[src/rtl/sdc_pkg.sv]
package sdc_pkg;
    localparam int CMD_BITS   = 48;
    localparam int SHORT_BITS = 48;
    localparam int LONG_BITS  = 136;
    localparam int CRC_SPAN   = 40;
    localparam int CRC_W      = 7;
    localparam int IDX_W      = 6;
    localparam int ARG_W      = 32;
    localparam int CTL_W      = 16;
    localparam int STRIP_BITS = 8;
    localparam int WORD_W     = 32;
    localparam int RSP_WORDS  = 4;
    localparam int SEL_W      = $clog2(RSP_WORDS);
    localparam int CNT_W      = $clog2(LONG_BITS + 1);
    localparam int RT_LO      = 8;
    localparam int RT_W       = 3;

    typedef enum logic [2:0] {
        ST_IDLE, ST_SEND, ST_WAIT, ST_RECV, ST_BUSY, ST_DONE
    } sdc_state_e;

    typedef enum logic [1:0] {RK_NONE, RK_SHORT, RK_LONG} rsp_kind_e;

    typedef struct packed {
        rsp_kind_e kind;
        logic      chk_crc;
        logic      chk_idx;
        logic      wait_dat0;
    } rsp_cfg_t;

    function automatic rsp_cfg_t decode_rtype(input logic [RT_W-1:0] code);
        rsp_cfg_t c;
        c = '{kind: RK_NONE, chk_crc: 1'b0, chk_idx: 1'b0, wait_dat0: 1'b0};
        case (code)
            3'd4: c = '{kind: RK_SHORT, chk_crc: 1'b1, chk_idx: 1'b1, wait_dat0: 1'b0};
            3'd5: c = '{kind: RK_SHORT, chk_crc: 1'b1, chk_idx: 1'b1, wait_dat0: 1'b1};
            3'd6: c = '{kind: RK_LONG,  chk_crc: 1'b0, chk_idx: 1'b0, wait_dat0: 1'b0};
            3'd7: c = '{kind: RK_SHORT, chk_crc: 1'b0, chk_idx: 1'b0, wait_dat0: 1'b0};
            default: ;
        endcase
        return c;
    endfunction
endpackage

[src/rtl/sdc_crc7.sv]
module sdc_crc7 #(
    parameter int N = 40
) (
    input  logic [N-1:0] bits_i,
    output logic [6:0]   crc_o
);
    always_comb begin
        logic fb;
        crc_o = '0;
        for (int i = N - 1; i >= 0; i--) begin
            fb    = bits_i[i] ^ crc_o[6];
            crc_o = {crc_o[5:0], 1'b0} ^ (fb ? 7'h09 : 7'h00);
        end
    end
endmodule

[src/rtl/sdc_rsp_store.sv]
module sdc_rsp_store
    import sdc_pkg::*;
(
    input  logic                 clk,
    input  logic                 rst_n,
    input  logic                 store_i,
    input  logic                 long_i,
    input  logic [LONG_BITS-1:0] frame_i,
    input  logic [SEL_W-1:0]     sel_i,
    output logic [WORD_W-1:0]    rdata_o
);
    localparam int TOP_BIT = LONG_BITS - STRIP_BITS - 1;

    logic [WORD_W-1:0] words [RSP_WORDS];

    for (genvar w = 0; w < RSP_WORDS; w++) begin : g_word
        localparam int LO = STRIP_BITS + WORD_W * w;
        localparam int HI = (LO + WORD_W - 1 > TOP_BIT) ? TOP_BIT : LO + WORD_W - 1;
        logic [WORD_W-1:0] q;
        logic keep;
        assign keep = long_i || (w == 0);
        always_ff @(posedge clk or negedge rst_n) begin
            if (!rst_n) begin
                q <= '0;
            end else if (store_i) begin
                q <= keep ? WORD_W'(frame_i[HI:LO]) : '0;
            end
        end
        assign words[w] = q;
    end

    assign rdata_o = words[sel_i];
endmodule

[src/rtl/sdc_cmd_engine.sv]
module sdc_cmd_engine
    import sdc_pkg::*;
#(
    parameter int TIMEOUT_TICKS = 64
) (
    input  logic              clk,
    input  logic              rst_n,
    input  logic              sd_tick,
    input  logic              cmd_wr,
    input  logic [IDX_W-1:0]  cmd_index,
    input  logic [ARG_W-1:0]  cmd_arg,
    input  logic [CTL_W-1:0]  cmd_ctl,
    input  logic              cmd_in,
    input  logic              dat0_in,
    input  logic [SEL_W-1:0]  rsp_sel,
    output logic              cmd_out,
    output logic              cmd_oe,
    output logic              busy,
    output logic              rsp_done,
    output logic              err_timeout,
    output logic              err_crc,
    output logic              err_end,
    output logic              err_index,
    output logic [WORD_W-1:0] rsp_rdata
);
    localparam int TMO_W  = $clog2(TIMEOUT_TICKS + 1);
    localparam int IDX_HI = SHORT_BITS - 3;
    localparam int IDX_LO = IDX_HI - IDX_W + 1;
    localparam logic [CNT_W-1:0] TX_LAST    = CNT_W'(CMD_BITS - 1);
    localparam logic [CNT_W-1:0] SHORT_LAST = CNT_W'(SHORT_BITS - 1);
    localparam logic [CNT_W-1:0] LONG_LAST  = CNT_W'(LONG_BITS - 1);
    localparam logic [TMO_W-1:0] TMO_LAST   = TMO_W'(TIMEOUT_TICKS - 1);

    sdc_state_e           state_q, state_d;
    logic [CNT_W-1:0]     cnt_q;
    logic [TMO_W-1:0]     tmo_q;
    logic [CMD_BITS-1:0]  tx_sr_q;
    logic [LONG_BITS-1:0] rx_sr_q;
    logic [LONG_BITS-1:0] rx_sr_nxt;
    logic [IDX_W-1:0]     idx_q;
    rsp_cfg_t             cfg_q;
    logic [CRC_W-1:0]     tx_crc, rx_crc;
    logic                 accept, tx_last, rx_last, tmo_last, store;
    logic                 e_tmo_q, e_crc_q, e_end_q, e_idx_q;
    logic                 ctl_unused;

    assign ctl_unused = ^{cmd_ctl[CTL_W-1:RT_LO+RT_W], cmd_ctl[RT_LO-1:0], rx_sr_q[LONG_BITS-1]};

    assign accept    = (state_q == ST_IDLE) && cmd_wr;
    assign tx_last   = (cnt_q == TX_LAST);
    assign rx_last   = (cnt_q == ((cfg_q.kind == RK_LONG) ? LONG_LAST : SHORT_LAST));
    assign tmo_last  = (tmo_q == TMO_LAST);
    assign rx_sr_nxt = {rx_sr_q[LONG_BITS-2:0], cmd_in};
    assign store     = (state_q == ST_RECV) && sd_tick && rx_last;

    sdc_crc7 #(.N(CRC_SPAN)) u_tx_crc (
        .bits_i ({2'b01, cmd_index, cmd_arg}),
        .crc_o  (tx_crc)
    );

    sdc_crc7 #(.N(CRC_SPAN)) u_rx_crc (
        .bits_i (rx_sr_nxt[SHORT_BITS-1:SHORT_BITS-CRC_SPAN]),
        .crc_o  (rx_crc)
    );

    sdc_rsp_store u_store (
        .clk     (clk),
        .rst_n   (rst_n),
        .store_i (store),
        .long_i  (cfg_q.kind == RK_LONG),
        .frame_i (rx_sr_nxt),
        .sel_i   (rsp_sel),
        .rdata_o (rsp_rdata)
    );

    // State register
    always_ff @(posedge clk or negedge rst_n) begin
        if (!rst_n) state_q <= ST_IDLE;
        else        state_q <= state_d;
    end

    // Next-state logic
    always_comb begin
        state_d = state_q;
        unique case (state_q)
            ST_IDLE: if (cmd_wr) state_d = ST_SEND;
            ST_SEND: if (sd_tick && tx_last)
                         state_d = (cfg_q.kind == RK_NONE) ? ST_DONE : ST_WAIT;
            ST_WAIT: if (sd_tick) begin
                         if (!cmd_in)      state_d = ST_RECV;
                         else if (tmo_last) state_d = ST_DONE;
                     end
            ST_RECV: if (sd_tick && rx_last)
                         state_d = cfg_q.wait_dat0 ? ST_BUSY : ST_DONE;
            ST_BUSY: if (sd_tick && dat0_in) state_d = ST_DONE;
            ST_DONE: state_d = ST_IDLE;
            default: state_d = ST_IDLE;
        endcase
    end

    // Datapath registers
    always_ff @(posedge clk or negedge rst_n) begin
        if (!rst_n) begin
            cnt_q   <= '0;
            tmo_q   <= '0;
            tx_sr_q <= '1;
            rx_sr_q <= '0;
            idx_q   <= '0;
            cfg_q   <= '{kind: RK_NONE, chk_crc: 1'b0, chk_idx: 1'b0, wait_dat0: 1'b0};
            e_tmo_q <= 1'b0;
            e_crc_q <= 1'b0;
            e_end_q <= 1'b0;
            e_idx_q <= 1'b0;
        end else begin
            unique case (state_q)
                ST_IDLE: if (accept) begin
                    idx_q   <= cmd_index;
                    cfg_q   <= decode_rtype(cmd_ctl[RT_LO+RT_W-1:RT_LO]);
                    tx_sr_q <= {2'b01, cmd_index, cmd_arg, tx_crc, 1'b1};
                    cnt_q   <= '0;
                    e_tmo_q <= 1'b0;
                    e_crc_q <= 1'b0;
                    e_end_q <= 1'b0;
                    e_idx_q <= 1'b0;
                end
                ST_SEND: if (sd_tick) begin
                    tx_sr_q <= {tx_sr_q[CMD_BITS-2:0], 1'b1};
                    cnt_q   <= tx_last ? '0 : cnt_q + 1'b1;
                    tmo_q   <= '0;
                end
                ST_WAIT: if (sd_tick) begin
                    if (!cmd_in) begin
                        cnt_q   <= CNT_W'(1);
                        rx_sr_q <= '0;
                    end else begin
                        tmo_q <= tmo_q + 1'b1;
                        if (tmo_last) e_tmo_q <= 1'b1;
                    end
                end
                ST_RECV: if (sd_tick) begin
                    rx_sr_q <= rx_sr_nxt;
                    cnt_q   <= cnt_q + 1'b1;
                    if (rx_last) begin
                        e_end_q <= ~cmd_in;
                        e_crc_q <= cfg_q.chk_crc && (rx_crc != rx_sr_nxt[CRC_W:1]);
                        e_idx_q <= cfg_q.chk_idx && (rx_sr_nxt[IDX_HI:IDX_LO] != idx_q);
                    end
                end
                default: ;
            endcase
        end
    end

    // Outputs
    always_comb begin
        cmd_oe      = (state_q == ST_SEND);
        cmd_out     = (state_q == ST_SEND) ? tx_sr_q[CMD_BITS-1] : 1'b1;
        busy        = (state_q != ST_IDLE);
        rsp_done    = (state_q == ST_DONE);
        err_timeout = e_tmo_q;
        err_crc     = e_crc_q;
        err_end     = e_end_q;
        err_index   = e_idx_q;
    end
endmodule

[config.mk]
export PLATFORM = sky130hd
export DESIGN_NAME = sdc_cmd_engine
export DESIGN_NICKNAME = d
export VERILOG_FILES = /design/src/rtl/sdc_pkg.sv /design/src/rtl/sdc_crc7.sv /design/src/rtl/sdc_rsp_store.sv /design/src/rtl/sdc_cmd_engine.sv
export SDC_FILE = /design/constraint.sdc
export NUM_CORES = 1
export LEC_CHECK = 0
export BUFFER_PORTS_ARGS = -buffer_cell sky130_fd_sc_hd__buf_2
export CAP_MARGIN = 5
export CORE_ASPECT_RATIO = 0.8
export CORE_MARGIN = 2
export CORE_UTILIZATION = 25
export DETAILED_ROUTE_END_ITERATION = 10
export GPL_TIMING_DRIVEN = 0
export PLACE_DENSITY = 0.41
export SYNTH_ARGS = -nofsm -noshare
export SYNTH_HDL_FRONTEND = slang
export SYNTH_SLANG_ARGS = --single-unit
[constraint.sdc]
create_clock -name clk -period 6.9 [get_ports clk]
set_input_delay 2.07 -clock clk [delete_from_list [all_inputs] [get_ports clk]]
set_output_delay 2.07 -clock clk [all_outputs]
set_load 0.01 [all_outputs]
; ---- After elaboration in Yosys (flattened, before gate mapping)
; Cells that the tools add are included.
[totals]
ff_bits = 336
output_inout_bits = 40
[classes]
n_addsub = 2
n_lt_le_gt_ge = 1
n_eq_ne = 28
mux = 129
bitwise_logic = 155
n_reduce_logical = 25
[ops]
columns = op, count
row1 = 7-bit bitwise XOR, 74
row2 = 127-bit two-way mux, 3
row3 = 4-bit two-way mux, 78
row4 = 127-bit case mux with 2 select lines, 1
row5 = 32-bit two-way mux, 4
row6 = 48-bit two-way mux, 2
row7 = 48-bit case mux with 2 select lines, 1
row8 = 1-bit bitwise XOR, 74
row9 = 32-bit binary-select mux with 2-bit select, 1
row10 = 8-bit two-way mux, 7
row11 = 8-bit case mux with 4 select lines, 1
row12 = 24-bit two-way mux, 1
row13 = 3-bit two-way mux, 8
row14 = 7-bit two-way mux, 3
row15 = 2-bit inequality test (second input constant), 10
row16 = 5-bit case mux with 4 select lines, 1
row17 = 3-bit == test (second input constant), 6
row18 = 3-bit case mux with 5 select lines, 1
row19 = 7-bit case mux with 2 select lines, 1
row20 = 7-bit by 4-bit bitwise XOR with 7-bit output, 2
row21 = 1-bit two-way mux, 12
row22 = 4-bit AND reduction, 3
row23 = 6-bit AND reduction, 2
row24 = 2-bit nonzero test, 5
row25 = other kinds (26), 39

; ---- Logic depth before layout (Yosys ltp)
; Gate-level depths: netlist of run 1.
[logic_depth]
ltp_word = 122
ltp_mapped = 10
mapped_depth_nobuf = 9

; ---- Hierarchy
; A second synthesis of run 1 with hierarchy kept.
[hier_totals]
cells_unflattened = 1363
area_unflattened_um2 = 16143.0
[modules_own_cells]
columns = mod, instances, cells_each, area_each_um2, seq_area_each_um2
row1 = sdc_cmd_engine, 1, 732, 8931.1, 5413.9
row2 = sdc_rsp_store, 1, 499, 5515.3, 3002.9
row3 = sdc_crc7, 2, 66, 848.3, 0.0

; ---- Least setup slack after synthesis of run 1
; OpenSTA, ideal clock, no wires.
[synth_timing]
path_kind = input-to-output
from = input port rsp_sel[0]
to = output port rsp_rdata[10]
t_arrival_ps = 3445
t_required_ps = 4830
slack_ps = 1385
path_stages = 3
path_buffers = 2
path_cell_list = clkbuf_1 buf_1 mux4_2
[synth_between]
elab_chain_len = 4
[synth_rtl]
columns = item, line_no
row1 = "start, declared", sdc_cmd_engine.sv:15  ; input logic [SEL_W-1:0] rsp_sel,
row2 = 2-bit NOT with 3-bit output (not written as such), sdc_rsp_store.sv:32  ; assign rdata_o = words[sel_i];
row3 = 32-bit binary-select mux with 2-bit select, sdc_rsp_store.sv:32
row4 = 32-bit two-way mux (not written as such) (2 in series), sdc_rsp_store.sv:32
row5 = "end, declared", sdc_cmd_engine.sv:24  ; output logic [WORD_W-1:0] rsp_rdata
; No other way between the ends. The select of a mux whose other input is x is not followed.

; ---- Worst setup path in the final report of run 1
[layout_timing]
from = input port rsp_sel[0]
to = output port rsp_rdata[2]
; The elaborated chain is that of the path after synthesis.

==> flow_summary.json, run 1 <==
{
  "maxCapViolCount": 0,
  "number_of_remaining_drc_errors": 0,
  "synth_seq_area_share": 0.538,
  "timing.final.crit_share": 0.899,
  "timing.critical_path.arrival_ns": 4.13,
  "fraction_of_final_layout_cells_sized_beyond_drive_strength_1": 0.176,
  "postSynthAreaPerCell_um2": 11.4,
  "boundaryPins": 102,
  "detailed_route_wire_length_um": 44300,
  "cts_setup_buffers": 0,
  "route.detailed.wl_per_inst_um": 19.4,
  "synth-main-ff-cell": "sky130_fd_sc_hd__dfrtp_1",
  "yosys_warnings": 0,
  "synth.cells.most_frequent": "sky130_fd_sc_hd__dfrtp_1 (279), sky130_fd_sc_hd__nand2_1 (276), sky130_fd_sc_hd__o21ai_0 (161)",
  "synth_compound_gate_area_share": 0.141,
  "final_cell_count_no_fill": 2285,
  "timing.final.setup_violations": 0,
  "floorplan_die_area_um2": 63000,
  "design.core.area_um2": 60000,
  "grt_setup_unrepaired": "no",
  "cts_buffer_depth": 3,
  "netlist_area_um2": 15300,
  "grt_first_pass_wirelength_um": 68900,
  "synthesis.nets": 1406,
  "ys_top_cells_by_area": "sky130_fd_sc_hd__dfrtp_1 (46%), sky130_fd_sc_hd__dfstp_2 (8.1%), sky130_fd_sc_hd__a22o_1 (7.3%)",
  "synth.largest_area_cell": "sky130_fd_sc_hd__dfrtp_1",
  "cts_resized": 0,
  "total_power_mw": 5.77,
  "timing.clock.skew_ns": 0.0348,
  "syn2layout_area_growth_pct": 18.3,
  "slew_headroom": 0.293,
  "postLayoutCoreUtil": 0.301,
  "worst-r2r-cell-count": 8,
  "post-synth-top-area-fraction": 0.457,
  "final_design_area_no_fill_um2": 18100,
  "p_leak_nw": 8.05,
  "cts-buffers-inserted": 40,
  "initial_utilization": 0.255,
  "worst_setup_end_kind": "output port",
  "detailedRoute.firstIterationViolations": 717,
  "combPwrFrac": 0.243,
  "postCtsHoldBufs": 0,
  "synth.ff_latch_count": 326,
  "placed_cells": 2210,
  "hpwl_um": 32400,
  "grt_start_max_net_pins": 98,
  "ys_async_sr_fraction": 1.00,
  "insertion_delay_ns": 0.58,
  "initial_antenna_violation_count": 5,
  "run_status": "complete, no violations",
  "viasPerCell": 4.66,
  "path_clk_slew_ns": 0.05,
  "hold_depth": 2,
  "power_density_nw_per_um2": 320,
  "yosys.area_share.xor_xnor": 0.107,
  "clock_sinks": 326,
  "post_synth_mux_area_share": 0.0938,
  "p_seq_frac": 0.400,
  "placedInstanceArea_um2": 16800,
  "min_path_type": "flip-flop to flip-flop",
  "worstPathMaxFanout": 10,
  "post-synth-top-count-cell": "sky130_fd_sc_hd__dfrtp_1",
  "num_vias": 10646,
  "place.gp.congestion": 0.787,
  "intPower_mw": 3.96,
  "yosys.area_share.adder": 0.00164,
  "worst_setup_path_type": "primary input to output port",
  "synth_edf_count": 0,
  "nFillCells": 6141,
  "die_h_um": 225,
  "grt_util_all_layers": 0.143,
  "critPathLaunchType": "primary input",
  "tritoncts": "done",
  "fmaxAchievable_ghz": 0.161,
  "synth_simple_gate_area_share": 0.0924,
  "worst_slew_pin_slew_ns": 1.06,
  "final_net_count": 1537,
  "global_route.overflow_total": 0,
  "final_ant_viol_nets": 0,
  "hold_viol_final": 0,
  "critical_path_required_ns": 4.83,
  "die_w_um": 280,
  "postSynthCellCount": 1342,
  "dominant_combinational_cell_family_by_area_after_synthesis": "compound AO/OA/AOI/OAI gates",
  "period_minus_slack_ns": 6.20,
  "ir_drop_uv": 144,
  "first_pass_iters": 4,
  "first_global_vias": 10843,
  "final-max-slew-violation-count": 0,
  "yosysUniqueCellTypes": 50,
  "pwr-share-clk": 0.357,
  "core.rowCount": 80,
  "htree_num_levels": 2,
  "portBuffers": 86,
  "ctsRootBufferMaster": "sky130_fd_sc_hd__clkbuf_16",
  "switching_power_mw": 1.82,
  "p_sw_frac": 0.315
}
[through the flow]
step | setup slack [ns] | TNS (ns) | hold WS (ns)
global route | 0.563 | 0 | 0.492
CTS | 0.630 | 0 | 0.477
finish | 0.697 | 0 | 0.471
global placement | -2.85 | -815.61 | 0.458
floorplan | 1.39 | 0 | 0.439
detailed placement | 0.636 | 0 | 0.464
[kinds of logic after synthesis]
family / Yosys count
buffers and inverters: 103
adder cells (fa/ha/maj): 2
AO/OA/AOI/OAI: 321
flip-flops: 326
AND/OR/NAND/NOR: 345
XOR/XNOR: 136
multiplexers: 109
[power by group through the flow]
| stage | Sequential (mW) | Combinational (mW) | Clock, mW |
|---|---|---|---|
| floorplan | 2.30 | 1.02 | 0 |
| global placement | 2.34 | 1.41 | 0 |
| detailed placement | 2.34 | 1.42 | 0 |
| CTS | 2.31 | 1.43 | 2.13 |
| global route | 2.34 | 1.57 | 2.22 |
| finish | 2.31 | 1.40 | 2.06 |
[state kept, by name, indices dropped and copies added (netlist names)]
register          flops
u_store.g_word.q    120
err_index             1
tx_sr_q              47
err_timeout           1
state_q               3
rx_sr_q             127
err_crc               1
idx_q                 6
tmo_q                 7
cfg_q                 4
cnt_q                 8
err_end               1
[final timing paths]
check / startpoint / to / slack, ns
worst min register to register: u_store.g_word[2].q[8]$_DFFE_PN0P_ / u_store.g_word[2].q[8]$_DFFE_PN0P_ / 0.47
worst max register to register: cfg_q[4]$_DFFE_PN0P_ / u_store.g_word[0].q[1]$_DFFE_PN0P_ / 3.25
max in group asynchronous: rst_n / tx_sr_q[30]$_DFFE_PN1P_ / 4.19
min in group asynchronous: rst_n / rx_sr_q[61]$_DFFE_PN0P_ / 1.40
worst max-delay path: rsp_sel[0] / rsp_rdata[2] / 0.70
worst min-delay path: u_store.g_word[2].q[8]$_DFFE_PN0P_ / u_store.g_word[2].q[8]$_DFFE_PN0P_ / 0.47
[final cells by class]
type / count / area [um2] / area share
Buffer: 97 / 370 / 0.0205
Sequential cell: 326 / 8220 / 0.455
Antenna cell: 1 / 2.50 / 0.000139
Multi-Input combinational cell: 913 / 6650 / 0.368
Tap cell: 779 / 975 / 0.0540
Timing Repair Buffer: 89 / 523 / 0.0290
Clock inverter: 11 / 115 / 0.00638
Clock buffer: 63 / 1180 / 0.0653
Inverter: 6 / 22.5 / 0.00125
[routing by layer]
metal / routed length (um) / global-route usage
met1: 23500 / 0.226
met2: 18400 / 0.200
met3: 1700 / 0.0227
met4: 674 / 0.0350
met5: 46 / 0
[placed cells by master, fill, tap and decap left out, drive strengths merged, types with 9 or more instances in the layout]
master	n
a21oi	14
dfstp	47
o21ai	161
xor2	30
a22o	130
mux2	32
mux2i	53
clkinv	10
nor2	22
xnor2	77
dfrtp	279
xnor3	26
mux4	24
buf	98
nand3	9
clkbuf	151
nand2	276
[critical path, cell delays in order]
cell and delay, ns:
sky130_fd_sc_hd__clkbuf_1 0.35, sky130_fd_sc_hd__buf_1 0.83, sky130_fd_sc_hd__mux4_2 0.70, sky130_fd_sc_hd__buf_2 0.18
Power figures use the tool's default switching activity.
==> inputs of run 2 (changes only) <==
ABC_AREA = 1   (was unset)
==> run 2 against run 1 <==
- register-to-register slack gained 0.08 ns
- hold slack worse by 0.0030 ns
- power grew 87%
- sequential share of layout area down 2.2 points
- final cell count up 34%
- synthesized area grew 5.7%
- die area grew 5.6%
- first-iteration DRC count rose by 28%
- critical endpoint unchanged
==> flow_summary.json, run 2 <==
{
  "yosys_warnings": 0,
  "grt_start_max_net_pins": 111,
  "placedInstanceArea_um2": 17800,
  "synth.cells.most_frequent": "sky130_fd_sc_hd__nand2_1 (598), sky130_fd_sc_hd__dfrtp_1 (279), sky130_fd_sc_hd__inv_1 (264)",
  "core.rowCount": 83,
  "cts_buffer_depth": 3,
  "layout_common_cells": "sky130_fd_sc_hd__nand2_1 (598), sky130_fd_sc_hd__dfrtp_1 (279), sky130_fd_sc_hd__inv_1 (264)",
  "insertion_delay_ns": 0.57,
  "post-synth-top-area-fraction": 0.433,
  "floorplan_die_area_um2": 66600,
  "num_vias": 14084,
  "p_leak_nw": 8.95,
  "run_status": "complete, no violations",
  "final_cell_count_no_fill": 3064,
  "timing.clock.skew_ns": 0.0149,
  "postSynthAreaPerCell_um2": 7.86,
  "max_flop_register": "rx_sr_q",
  "critPathMaxStageDelay_ns": 0.61,
  "postSynthCellCount": 2053,
  "final_design_area_no_fill_um2": 19000,
  "cts-buffers-inserted": 38,
  "worst_slew_pin_slew_ns": 1.07,
  "critical_path_required_ns": 4.83,
  "hpwl_um": 38800,
  "worstPathMaxFanout": 10,
  "viasPerCell": 4.60,
  "timing.critical_path.arrival_ns": 4.15,
  "timing.critical_path.max_delay_family": "buffers and inverters",
  "detailedRoute.firstIterationViolations": 917,
  "worst_setup_end_kind": "output port",
  "post-synth-top-count-cell": "sky130_fd_sc_hd__nand2_1",
  "postCtsHoldBufs": 0,
  "power_density_nw_per_um2": 568,
  "fraction_of_final_layout_cells_sized_beyond_drive_strength_1": 0.101,
  "die_w_um": 288,
  "hold_viol_final": 0,
  "timing.final.crit_share": 0.902,
  "p_seq_frac": 0.266,
  "critPathMostFrequentCell": "sky130_fd_sc_hd__clkbuf_1",
  "initial_utilization": 0.252,
  "worst-r2r-cell-count": 30,
  "maxCapViolCount": 0,
  "route.detailed.wl_per_inst_um": 16.8,
  "portBuffers": 87,
  "cp_max_delay_cell": "sky130_fd_sc_hd__o21ai_0",
  "first_global_vias": 14089,
  "path_clk_slew_ns": 0.06,
  "pwr-share-clk": 0.193,
  "timing.critical_path.buf_inv": 4,
  "postLayoutCoreUtil": 0.297,
  "synth-main-ff-cell": "sky130_fd_sc_hd__dfrtp_1",
  "timing.rr.end": "err_crc$_DFFE_PN0P_",
  "number_of_remaining_drc_errors": 0,
  "ys_async_sr_fraction": 1.00,
  "hold_startpoint": "tx_sr_q[7]$_DFFE_PN1P_",
  "timing.final.setup_violations": 0,
  "initial_antenna_violation_count": 3,
  "launching_point_of_the_worst_reg2reg_path": "rx_sr_q[40]$_DFFE_PN0P_",
  "antenna_cells": 0,
  "grt_first_pass_wirelength_um": 81600,
  "period_minus_slack_ns": 6.22,
  "worst_setup_path_type": "primary input to output port",
  "detailed_route_wire_length_um": 51600,
  "synth.largest_area_cell": "sky130_fd_sc_hd__dfrtp_1",
  "final-max-slew-violation-count": 0,
  "max_ffs_per_register": 127,
  "crit_chain": "clkbuf_1 -> inv_2 -> clkbuf_1 -> o21ai_0 -> o22ai_1 -> buf_2",
  "p_sw_frac": 0.481,
  "final_ant_viol_nets": 0,
  "min_path_type": "flip-flop to flip-flop",
  "fmaxAchievable_ghz": 0.161,
  "holdWs_ns": 0.468,
  "syn2layout_area_growth_pct": 17.8,
  "synth_seq_area_share": 0.509,
  "ctsRootBufferMaster": "sky130_fd_sc_hd__clkbuf_16",
  "die_h_um": 231,
  "slew_headroom": 0.287,
  "clock_sinks": 326,
  "ir_drop_uv": 526,
  "most_frequent_standard_cell_in_the_layout_excluding_fill_and_tap_cells": "sky130_fd_sc_hd__nand2_1",
  "total_power_mw": 10.8,
  "hold_depth": 2,
  "ys_top_cells_by_area": "sky130_fd_sc_hd__dfrtp_1 (43%), sky130_fd_sc_hd__nand2_1 (14%), sky130_fd_sc_hd__dfstp_2 (7.7%)",
  "rrSetupSlack_ns": 3.33,
  "cts_setup_buffers": 0,
  "synth_edf_count": 0,
  "placed_cells": 2996,
  "combPwrFrac": 0.541,
  "place.gp.congestion": 0.811,
  "grt_setup_unrepaired": "no",
  "final_net_count": 2250,
  "intPower_mw": 5.59,
  "boundaryPins": 102,
  "netlist_area_um2": 16100,
  "tritoncts": "done",
  "largestRegisters": "rx_sr_q x127, u_store.g_word.q x120, tx_sr_q x47",
  "global_route.overflow_total": 0,
  "htree_num_levels": 2,
  "synth.ff_latch_count": 326,
  "whs_endpoint": "tx_sr_q[7]$_DFFE_PN1P_",
  "grt_util_all_layers": 0.157,
  "design.core.area_um2": 64000,
  "synthesis.nets": 2117,
  "first_pass_iters": 5,
  "yosysUniqueCellTypes": 42,
  "cts_resized": 0,
  "switching_power_mw": 5.19,
  "critPathLaunchType": "primary input"
}
## run 2: changes by cell type after synthesis, moves of 53 or more
cell,delta
sky130_fd_sc_hd__mux2i_1,-53
sky130_fd_sc_hd__xnor2_1,-60
sky130_fd_sc_hd__nand2_1,+322
sky130_fd_sc_hd__nor2_1,+70
sky130_fd_sc_hd__o22ai_1,+155
sky130_fd_sc_hd__a22o_1,-127
sky130_fd_sc_hd__nand3_1,+105
sky130_fd_sc_hd__o21ai_0,+82
sky130_fd_sc_hd__inv_1,+258
## run 2: per-stage QoR
stage          setup TNS [ns]  worst slack [ns]
3_3_place_gp          -856.77             -3.00
3_5_place_dp                0             0.759
4_1_cts                     0             0.756
5_1_grt                     0             0.650
6_report                    0             0.678
2_1_floorplan               0              1.87
## run 2: kinds of logic (layout without fill, tap and decap cells)
family                     Yosys count  in the layout  share of synthesized area
buffers and inverters              374            535                     0.0878
adders and majority gates            2              2                    0.00155
AOI/OAI and AO/OA                  471            471                      0.167
xor gates and xnor gates            39             39                     0.0244
DFF                                326            326                      0.509
and+or+nand+nor                    841            841                      0.210
## run 2: worst max path at each step
stage / from / end / slack [ns] / cells past startpoint
after floorplan: rsp_sel[0] / rsp_rdata[27] / 1.87 / 5
after global placement: rst_n / state_q[2]$_DFFE_PN0P_ / -3.00 / 1
after detailed placement: rsp_sel[0] / rsp_rdata[3] / 0.76 / 6
after CTS: rsp_sel[0] / rsp_rdata[3] / 0.76 / 6
after global routing: rsp_sel[0] / rsp_rdata[3] / 0.65 / 6
final: rsp_sel[0] / rsp_rdata[2] / 0.68 / 6
## run 2: power groups by stage
stage / Clock [mW] / Combinational [mW] / Sequential [mW]
2_1_floorplan: 0 / 4.42 / 2.81
3_3_place_gp: 0 / 5.79 / 2.90
3_5_place_dp: 0 / 5.83 / 2.90
4_1_cts: 2.15 / 5.86 / 2.87
5_1_grt: 2.23 / 6.83 / 2.95
6_report: 2.08 / 5.84 / 2.87
## run 2: metal layers
layer | vias up | routed length [um] | track usage
met4 | 6 | 937 | 0.0361
met1 | 6745 | 26700 | 0.238
met3 | 63 | 2710 | 0.0310
met2 | 276 | 21100 | 0.228
li1 | 6994 | - | -
met5 | - | 41 | 0
## run 2: tightest hold or removal path: stages (launching register included)
cell and delay (ns):
sky130_fd_sc_hd__dfstp_2 0.37, sky130_fd_sc_hd__nand2_1 0.05, sky130_fd_sc_hd__nand2_1 0.05
## run 2: final cells by class
class | count | area, um2
plain buffers | 99 | 384
clock buffers | 55 | 1080
clock inverters | 13 | 161
fillers | 7053 | 45000
inverters | 275 | 1030
multi-input cells | 1353 | 6500
flip-flops and latches | 326 | 8220
well taps | 850 | 1060
repair buffers | 93 | 559
